`src/rtl/enable_pkg.sv`:
```
package enable_pkg;
    parameter int LEAD_W = 4;
    parameter int ETA_W  = 6;
    parameter int N_EN   = 2;

    localparam int EN_RX  = 0;
    localparam int EN_OSC = 1;
endpackage

```
`src/rtl/enable_lead_gate.sv`:
```
module enable_lead_gate #(
    parameter int ETA_W  = 6,
    parameter int LEAD_W = 4
) (
    input  logic              clk,
    input  logic              rst_n,
    input  logic              win_open,
    input  logic              eta_vld,
    input  logic [ETA_W-1:0]  eta,
    input  logic [LEAD_W-1:0] lead,
    input  logic              hold,
    output logic              en
);
    typedef struct packed {
        logic en;
    } gate_t;

    gate_t st_d, st_q;
    logic  in_lead;

    always_comb begin
        in_lead = eta_vld && (eta <= ETA_W'(lead));
        st_d    = st_q;
        st_d.en = hold || win_open || in_lead;
    end

    always_ff @(posedge clk or negedge rst_n) begin
        if (!rst_n) st_q <= '0;
        else        st_q <= st_d;
    end

    assign en = st_q.en;

    // an open window always powers the stage on the next cycle
    p_open_powers_r2: assert property (@(posedge clk) disable iff (!rst_n)
        win_open |=> en);
    // nothing requesting the stage: it drops
    p_idle_drops_r4: assert property (@(posedge clk) disable iff (!rst_n)
        (!hold && !win_open && !eta_vld) |=> !en);
endmodule

```
`src/rtl/enable_force_latch.sv`:
```
module enable_force_latch (
    input  logic clk,
    input  logic rst_n,
    input  logic set_i,
    input  logic clr_i,
    output logic on
);
    typedef struct packed {
        logic on;
    } latch_t;

    latch_t st_d, st_q;

    always_comb begin
        st_d = st_q;
        if (set_i)      st_d.on = 1'b1;
        else if (clr_i) st_d.on = 1'b0;
    end

    always_ff @(posedge clk or negedge rst_n) begin
        if (!rst_n) st_q <= '0;
        else        st_q <= st_d;
    end

    assign on = st_q.on;

    p_hold_until_clear_r5: assert property (@(posedge clk) disable iff (!rst_n)
        (on && !clr_i) |=> on);
    p_set_wins_r5: assert property (@(posedge clk) disable iff (!rst_n)
        set_i |=> on);
endmodule

```
`src/rtl/enable_edge_irq.sv`:
```
module enable_edge_irq (
    input  logic clk,
    input  logic rst_n,
    input  logic level,
    input  logic mon_en,
    input  logic clr_i,
    output logic irq
);
    typedef struct packed {
        logic prev;
        logic irq;
    } irq_t;

    irq_t st_d, st_q;
    logic toggled;

    always_comb begin
        toggled = mon_en && (level != st_q.prev);
        st_d      = st_q;
        st_d.prev = level;
        if (toggled)    st_d.irq = 1'b1;
        else if (clr_i) st_d.irq = 1'b0;
    end

    always_ff @(posedge clk or negedge rst_n) begin
        if (!rst_n) st_q <= '0;
        else        st_q <= st_d;
    end

    assign irq = st_q.irq;

    p_sticky_r9: assert property (@(posedge clk) disable iff (!rst_n)
        (irq && !clr_i) |=> irq);
    p_no_edge_no_rise_r8: assert property (@(posedge clk) disable iff (!rst_n)
        (!irq && !mon_en) |=> !irq);
endmodule

```
`src/rtl/rxosc_enable_ctrl.sv`:
```
module rxosc_enable_ctrl
    import enable_pkg::*;
#(
    parameter int P_ETA_W  = ETA_W,
    parameter int P_LEAD_W = LEAD_W
) (
    input  logic                clk,
    input  logic                rst_n,
    input  logic                win_open,
    input  logic                win_eta_vld,
    input  logic [P_ETA_W-1:0]  win_eta,
    input  logic [P_LEAD_W-1:0] rx_lead,
    input  logic [P_LEAD_W-1:0] osc_lead,
    input  logic                force_set,
    input  logic                force_clr,
    input  logic                mon_en,
    input  logic                irq_clr,
    output logic                rx_en,
    output logic                osc_en,
    output logic                sample_en,
    output logic                stat_rx,
    output logic                irq
);
    typedef struct packed {
        logic sample;
    } top_t;

    top_t                top_d, top_q;
    logic                force_on;
    logic [N_EN-1:0]     en_vec;
    logic [P_LEAD_W-1:0] lead_vec [N_EN];

    assign lead_vec[EN_RX]  = rx_lead;
    assign lead_vec[EN_OSC] = osc_lead;

    enable_force_latch u_force (
        .clk   (clk),
        .rst_n (rst_n),
        .set_i (force_set),
        .clr_i (force_clr),
        .on    (force_on)
    );

    for (genvar g = 0; g < N_EN; g++) begin : g_gate
        enable_lead_gate #(
            .ETA_W  (P_ETA_W),
            .LEAD_W (P_LEAD_W)
        ) u_gate (
            .clk      (clk),
            .rst_n    (rst_n),
            .win_open (win_open),
            .eta_vld  (win_eta_vld),
            .eta      (win_eta),
            .lead     (lead_vec[g]),
            .hold     (force_on),
            .en       (en_vec[g])
        );
    end

    enable_edge_irq u_irq (
        .clk    (clk),
        .rst_n  (rst_n),
        .level  (en_vec[EN_RX]),
        .mon_en (mon_en),
        .clr_i  (irq_clr),
        .irq    (irq)
    );

    always_comb begin
        top_d        = top_q;
        top_d.sample = win_open;
    end

    always_ff @(posedge clk or negedge rst_n) begin
        if (!rst_n) top_q <= '0;
        else        top_q <= top_d;
    end

    assign rx_en     = en_vec[EN_RX];
    assign osc_en    = en_vec[EN_OSC];
    assign sample_en = top_q.sample;
    assign stat_rx   = mon_en & rx_en;

    p_force_both_on_r5: assert property (@(posedge clk) disable iff (!rst_n)
        force_on |=> (rx_en && osc_en));
    p_sample_follows_r6: assert property (@(posedge clk) disable iff (!rst_n)
        win_open |=> sample_en);
    p_sample_quiet_r6: assert property (@(posedge clk) disable iff (!rst_n)
        !win_open |=> !sample_en);
    p_mirror_off_r7: assert property (@(posedge clk) disable iff (!rst_n)
        !mon_en |-> !stat_rx);
endmodule

```
`config.mk`:
```
export PLATFORM = sky130hd
export DESIGN_NAME = rxosc_enable_ctrl
export DESIGN_NICKNAME = d
export VERILOG_FILES = /design/src/rtl/enable_pkg.sv /design/src/rtl/enable_lead_gate.sv /design/src/rtl/enable_force_latch.sv /design/src/rtl/enable_edge_irq.sv /design/src/rtl/rxosc_enable_ctrl.sv
export SDC_FILE = /design/constraint.sdc
export NUM_CORES = 1
export LEC_CHECK = 0
export ABC_AREA = 1
export BUFFER_PORTS_ARGS = -buffer_cell sky130_fd_sc_hd__buf_2
export CAP_MARGIN = 10
export CORE_AREA = 2 2 39 41
export CTS_CLUSTER_DIAMETER = 120
export DETAILED_ROUTE_END_ITERATION = 10
export DIE_AREA = 0 0 41 43
export PLACE_DENSITY = 0.71
export SYNTH_ARGS = -nofsm -noshare
export SYNTH_HDL_FRONTEND = slang
export SYNTH_SLANG_ARGS = --single-unit
```
`constraint.sdc`:
```
create_clock -name clk -period 0.8 [get_ports clk]
set_input_delay 0.04 -clock clk [delete_from_list [all_inputs] [get_ports clk]]
set_output_delay 0.04 -clock clk [all_outputs]
set_load 0.05 [all_outputs]
```
; ---- Word-level counts from Yosys, hierarchy flattened
; Cells that the tools add are included.
[classes]
n_lt_le_gt_ge = 2
n_eq_ne = 1
n_mux = 4
n_bitwise = 1
n_reduce_logical = 8
[op_table]
columns = cell, n
row1 = 6-bit by 4-bit <= comparator with 1-bit output, 2
row2 = 1-bit 2-to-1 mux, 4
row3 = 2-bit nonzero test, 2
row4 = 1-bit logical AND, 3
row5 = 1-bit logical OR, 3
row6 = 1-bit AND, 1
row7 = 1-bit != test, 1
[word_totals]
ff_bits = 6
inputBits = 22
elab_cells = 22

; ---- Depth between registers and ports, before layout
; Gate-level depths: netlist (run 1).
[logic_depth]
depth_word = 3
ltp_mapped = 10
mapped_depth_nobuf = 10

; ---- Cells and area by module
; From an unflattened synthesis (run 1), not the netlist that was laid out.
[unflattened]
hier_cells = 76
hier_area_um2 = 491.7
[by_module_without_submodules]
columns = mod, instances, cells_each, area_per_inst_um2
row1 = enable_lead_gate, 2, 29, 168.9
row2 = enable_edge_irq, 1, 10, 81.3
row3 = enable_force_latch, 1, 5, 40.0
row4 = rxosc_enable_ctrl, 1, 3, 32.5

; ---- Least setup slack after synthesis (run 1)
; OpenSTA, ideal clock, no wires.
[synth_timing]
path_kind = register to output
startpoint = reg g_gate[0].u_gate.st_q
endpoint = out stat_rx
arrival_ns = 1.066
required_time_ns = 0.760
setup_slack_ns = -0.306
stages_incl_launch_ff = 3
n_path_buf = 0
path_cell_list = dfrtp_1 -> nand2_1 -> inv_1
[synth_via]
elab_chain_len = 1
[synth_lines]
columns = item, line
row1 = from (decl), enable_lead_gate.sv:18  ; gate_t st_d, st_q;
row2 = from (signal assigned), enable_lead_gate.sv:29  ; else st_q <= st_d;
row3 = 1-bit AND, rxosc_enable_ctrl.sv:82  ; assign stat_rx = mon_en & rx_en;
row4 = to (decl), rxosc_enable_ctrl.sv:21  ; output logic stat_rx,
; No other way between the ends.

; ---- Worst setup path after layout (run 1)
; Ends and elaborated chain as after synthesis.

==> results of run 1 <==
[per-layer routing]
layer | share of wire | global-route usage | up-vias
met4 | 0 | 0.0600 | 0
met1 | 0.34 | 0.121 | 222
met2 | 0.59 | 0.306 | 22
li1 | - | - | 266
met3 | 0.065 | 0.0314 | 0
met5 | 0 | 0 | -
[worst max-delay path, delay by kind of cell (launching register included)]
family | cells | cell delay, ns
flops | 1 | 0.41
buf+inv | 2 | 0.21
simple gates | 1 | 0.08
[final cells by class]
cell class,count,area [um2]
tap,16,20.0
clock buffer,4,26.3
timing repair buffer,33,245
inverter,18,71.3
fill,127,573
multi-input combinational,42,295
sequential,6,153
[worst min-delay path by stage]
| stage | startpoint | end | slack, ns | cells past startpoint |
|---|---|---|---|---|
| 4_1_cts | win_eta_vld | g_gate[0].u_gate.en | 0.02 | 3 |
| 2_1_floorplan | rst_n | g_gate[0].u_gate.en | -0.26 | 0 |
| 3_5_place_dp | rst_n | u_irq.st_q[1] | -0.13 | 1 |
| 5_1_grt | win_eta_vld | g_gate[1].u_gate.en | 0.03 | 3 |
| 6_report | win_eta_vld | g_gate[1].u_gate.en | 0.02 | 3 |
| 3_3_place_gp | rst_n | sample_en | -0.13 | 1 |
[cell usage after synthesis]
library cell,instances,area share
o21bai_1,1,0.016
nand2_2,1,0.014
o22ai_1,1,0.014
dfrtp_1,6,0.33
nand2_1,23,0.19
nor2_1,4,0.033
nor2_2,2,0.027
inv_1,18,0.15
nand3_1,2,0.022
ha_1,8,0.22
[what timing repair did]
action | CTS | global route
pin swaps | 0 | 7
hold endpoints to repair | 9 | 0
buffers inserted | 1 | 1
hold buffers | 5 | 0
endpoints found under the setup margin | 5 | 7
gates resized for setup | 8 | 11
[power by group]
group | leakage (uW) | switching, uW | internal (uW) | total, uW
sequential | 0.0000625 | 13.1 | 326 | 339
combinational | 0.000364 | 185 | 170 | 355
clock | 0.0000150 | 109 | 189 | 298
total | 0.000442 | 307 | 685 | 992
[cell families after synthesis]
| group | count (synthesis) | share of synthesized area |
|---|---|---|
| compound gates | 2 | 0.0298 |
| simple gates | 32 | 0.282 |
| flops | 6 | 0.325 |
| fa+ha+maj | 8 | 0.217 |
| buf+inv | 18 | 0.146 |
[through the flow]
step | utilization | power (uW)
finish | 0.586 | 992
global route | 0.586 | 1070
CTS | 0.545 | 964
detailed placement | 0.467 | 623
global placement | 0.467 | 613
floorplan | - | 518
[state kept, by name, summed over array words and instances, names as in the netlist]
signal and cells:
u_irq.st_q 1, u_force.on 1, g_gate.u_gate.en 2, u_irq.irq 1, sample_en 1
[layout by cell type, fill, tap and decap left out, drive strengths merged]
cell,instances
dlygate4sd3,5
inv,17
buf,28
o21bai,1
o22ai,1
nand3,2
nand2,24
dfrtp,6
nor2,6
clkinvlp,1
clkbuf,4
ha,8
==> results.sh, run 1 <==
export IMPL_grt_usage=0.151
export IMPL_crit_path_end_kind="primary output"
export IMPL_grt_pass1_vias=526
export IMPL_start_util=0.334
export IMPL_critPathCapture="stat_rx"
export IMPL_syn_avg_cell_area_um2=7.00
export IMPL_clockBufferDepth=2
export IMPL_max_cap_viol_count=0
export IMPL_ant_nets=0
export IMPL_die_h_um=43
export IMPL_dieArea_um2=1760
export IMPL_ys_types=10
export IMPL_area_growth_pct=75.6
export IMPL_wl_mm=1.07
export IMPL_netlist_instances=66
export IMPL_drive_gt1_frac=0.456
export IMPL_timing_rr_end="u_irq.irq"
export IMPL_firstDrtPassIters=3
export IMPL_die_w_um=41
export IMPL_finalWorstSetupSlack_ns=-0.198
export IMPL_worstSetupPathType="reg2out"
export IMPL_finClkSkew_ns=0.000549
export IMPL_dp_cells=108
export IMPL_yosys_register_bits=6
export IMPL_path_clk_slew_ns=0.05
export IMPL_required_ns=0.76
export IMPL_rows=14
export IMPL_drt_iter0_drc=5
export IMPL_setup_viol=5
export IMPL_min_period_ns=0.998
export IMPL_startpoint_type="register"
export IMPL_cts_root_buf="clkbuf_4"
export IMPL_crit_arrival_ns=0.96
export IMPL_slowest_delay_ns=0.41
export IMPL_cts_sinks=6
export IMPL_vias=510
export IMPL_dp_slack_ns=-0.185
export IMPL_fmax_mhz=1000
export IMPL_synth_warnings=0
export IMPL_numCtsBuffers=3
export IMPL_r2r_slack_ns=-0.16
export IMPL_status="finished, violations left"
export IMPL_synthesis_area_um2=462
export IMPL_hold_class="in2reg"
export IMPL_hold_slack_ns=0.0212
export IMPL_avgRoutedWirePerCell_um=9.03
export IMPL_n_antenna_cell=0
export IMPL_r2r_cells=4
export IMPL_grt_pass1_wl_mm=1.80
export IMPL_drc=0
export IMPL_rsz0062_at_grt="yes"
export IMPL_hold_viol=0
export IMPL_placed_cell_area_um2=646
export IMPL_nNetsFinal=134
export IMPL_reg2reg_from="g_gate[0].u_gate.en"
export IMPL_cts_tree="yes"
export IMPL_slew_viol_final=0
export IMPL_ys_seq_area_frac=0.325
export IMPL_routabilityCongestion=0.764
export IMPL_failed_checks="setup timing"
export IMPL_p_leak_uw=0.000442
export IMPL_clk_latency_ns=0.24
export IMPL_antenna_found_initial=0
export IMPL_grt_ovfl_total=0
export IMPL_grt_max_degree=7
export IMPL_htreeDepth=1
export IMPL_crit_path_start="g_gate[0].u_gate.en"
export IMPL_via_per_inst=4.29
export IMPL_timing_setup_tns_ns=-0.522
export IMPL_vdd_drop_max_mv=0.635
export IMPL_critPathSlowestCell="dfrtp_2"
export IMPL_timing_slew_headroom=0.834
export IMPL_ioPinCount=27
export IMPL_power_density_nw_per_um2=1220
export IMPL_synth_nets=96
export IMPL_port_buffers=26
export IMPL_crit_fanout=3
export IMPL_path_cells="nand2_2 -> clkinvlp_4 -> buf_6"
export IMPL_post_route_period_util=1.25
export IMPL_worst_pin_slew_ns=0.251
export IMPL_coreArea_um2=1380
export IMPL_dp_hpwl_um=783
export IMPL_layout_cells_non_filler=119
export IMPL_design_area_um2=811
Note: power is estimated with default switching activity, not from simulation.
==> run 2, diff against run 1 <==
Settings changed: ABC_AREA 1 to not set, PLACE_DENSITY 0.71 to 0.69, SYNTH_HIERARCHICAL set to 1.
==> results.sh, run 2 <==
export IMPL_status="finished, violations left"
export IMPL_failed_checks="setup timing"
export IMPL_hold_class="in2reg"
export IMPL_ant_nets=0
export IMPL_min_period_ns=0.987
export IMPL_coreArea_um2=1380
export IMPL_rows=14
export IMPL_timing_slew_headroom=0.807
export IMPL_grt_usage=0.152
export IMPL_hold_slack_ns=0.0502
export IMPL_grt_pass1_vias=474
export IMPL_rsz0062_at_grt="yes"
export IMPL_ys_types=14
export IMPL_start_util=0.310
export IMPL_power_density_nw_per_um2=1270
export IMPL_crit_fanout=3
export IMPL_synthesis_area_um2=429
export IMPL_netlist_instances=42
export IMPL_yosysTopAreaCell="dfrtp_1"
export IMPL_n_antenna_cell=0
export IMPL_synthArstFlopShare=1.00
export IMPL_synth_edff_count=0
export IMPL_fin_util=0.581
export IMPL_path_buf_inv=1
export IMPL_synth_most_common_cell="inv_1"
export IMPL_area_growth_pct=87.5
export IMPL_via_per_inst=4.64
export IMPL_synth_main_ff_cell="dfrtp_1"
export IMPL_grt_max_degree=7
export IMPL_ys_seq_area_frac=0.350
export IMPL_ioPinCount=27
export IMPL_final_common_cell="buf_2"
export IMPL_vdd_drop_max_mv=0.450
export IMPL_clockBufferDepth=2
export IMPL_path_cells="buf_4 -> xor2_1 -> a22o_1"
export IMPL_design_area_um2=805
export IMPL_slowest_delay_ns=0.40
export IMPL_drc=0
export IMPL_synth_nets=72
export IMPL_required_ns=0.93
export IMPL_crit_arrival_ns=1.12
export IMPL_vias=441
export IMPL_wl_mm=1.07
export IMPL_grt_pass1_wl_mm=1.78
export IMPL_grt_ovfl_total=0
export IMPL_cp_top_family="flip-flops"
export IMPL_worst_pin_slew_ns=0.289
export IMPL_nNetsFinal=110
export IMPL_placed_cell_area_um2=697
export IMPL_cts_root_buf="clkbuf_4"
export IMPL_yosys_register_bits=6
export IMPL_antenna_found_initial=0
export IMPL_avgRoutedWirePerCell_um=11.3
export IMPL_critPathSlowestCell="dfrtp_2"
export IMPL_htreeDepth=1
export IMPL_drive_gt1_frac=0.671
export IMPL_yosysTopAreaCellShare=0.350
export IMPL_cts_tree="yes"
export IMPL_crit_path_end_kind="register"
export IMPL_max_cap_viol_count=0
export IMPL_synthTopCellsByArea="dfrtp_1 (35%), ha_1 (23%), inv_1 (8.7%)"
export IMPL_path_clk_slew_ns=0.05
export IMPL_port_buffers=26
export IMPL_setup_viol=6
export IMPL_firstDrtPassIters=4
export IMPL_slew_viol_final=0
export IMPL_die_h_um=43
export IMPL_drt_iter0_drc=7
export IMPL_routabilityCongestion=0.736
export IMPL_synth_warnings=6
export IMPL_worstSetupPathType="reg2reg"
export IMPL_finalWorstSetupSlack_ns=-0.187
export IMPL_hold_viol=0
export IMPL_cts_sinks=6
export IMPL_fmax_mhz=1010
export IMPL_synthTopCellsByCount="inv_1 (10), ha_1 (8), dfrtp_1 (6)"
export IMPL_dieArea_um2=1760
export IMPL_startpoint_type="register"
export IMPL_clk_latency_ns=0.24
export IMPL_numCtsBuffers=3
export IMPL_mostFrequentLayoutCells="buf_2 (21), inv_2 (8), ha_4 (8), buf_4 (5), dfrtp_1 (5)"
export IMPL_p_leak_uw=0.000379
export IMPL_post_route_period_util=1.23
export IMPL_largest_register_ffs=2
export IMPL_die_w_um=41
export IMPL_syn_avg_cell_area_um2=10.2
export IMPL_finClkSkew_ns=0.00560
==> run 2: kinds of logic (layout without fill, tap and decap cells) <==
| group | after synthesis | count (layout) | synth area share |
|---|---|---|---|
| and+or+nand+nor | 7 | 7 | 0.131 |
| AOI/OAI and AO/OA | 10 | 10 | 0.178 |
| xor gates and xnor gates | 1 | 1 | 0.0204 |
| DFF | 6 | 6 | 0.350 |
| buffers and inverters | 10 | 47 | 0.0875 |
| adders and majority gates | 8 | 8 | 0.233 |
==> run 2: area by class of cell <==
cell class	instances	area [um2]
multi-input combinational	26	344
fill	115	579
timing repair buffer	33	225
sequential	6	151
inverter	10	37.5
clock buffer	4	26.3
tap	16	20.0
==> run 2: what timing repair did <==
item                                    in CTS  in global routing
gates resized for setup                      9                  4
setup buffers                                1                  1
endpoints found under the setup margin       8                  8
hold buffers                                 3                  0
hold endpoints to repair                     8                  0
==> run 2: path summary, 6_finish.rpt <==
check                                     from                  end  slack (ns)  cells after the start
max reg2reg                g_gate[0].u_gate/en            u_irq/irq       -0.19                      3
max in group asynchronous                rst_n  g_gate[0].u_gate/en        0.51                      2
min reg2reg                g_gate[0].u_gate/en        u_irq/st_q[1]        0.51                      1
min in group asynchronous                rst_n            u_irq/irq        0.14                      2
min                                     mon_en            u_irq/irq        0.05                      2
max                        g_gate[0].u_gate/en            u_irq/irq       -0.19                      3
==> run 2: stage by stage <==
stage,power [uW],setup TNS (ns),std cells,setup slack [ns]
6_report,1020,-0.781,95,-0.187
5_1_grt,1100,-1.05,95,-0.217
4_1_cts,1030,-0.764,94,-0.184
3_5_place_dp,678,-0.769,86,-0.348
3_3_place_gp,669,-0.734,86,-0.337
2_1_floorplan,536,-0.661,42,-0.189
==> run 2: worst reg2reg max path: stages (launching register included) <==
cell,delay [ns]
dfrtp_2,0.40
buf_4,0.14
xor2_1,0.15
a22o_1,0.18
==> run 2: metal layers <==
layer / part of all wire / global-route usage
met5: 0 / 0
met4: 0 / 0.0800
met3: 0.078 / 0.0157
met2: 0.53 / 0.288
met1: 0.39 / 0.143
==> run 2: power breakdown <==
group	switching (uW)	internal (uW)
Combinational	188	196
Sequential	11.3	326
Clock	109	189
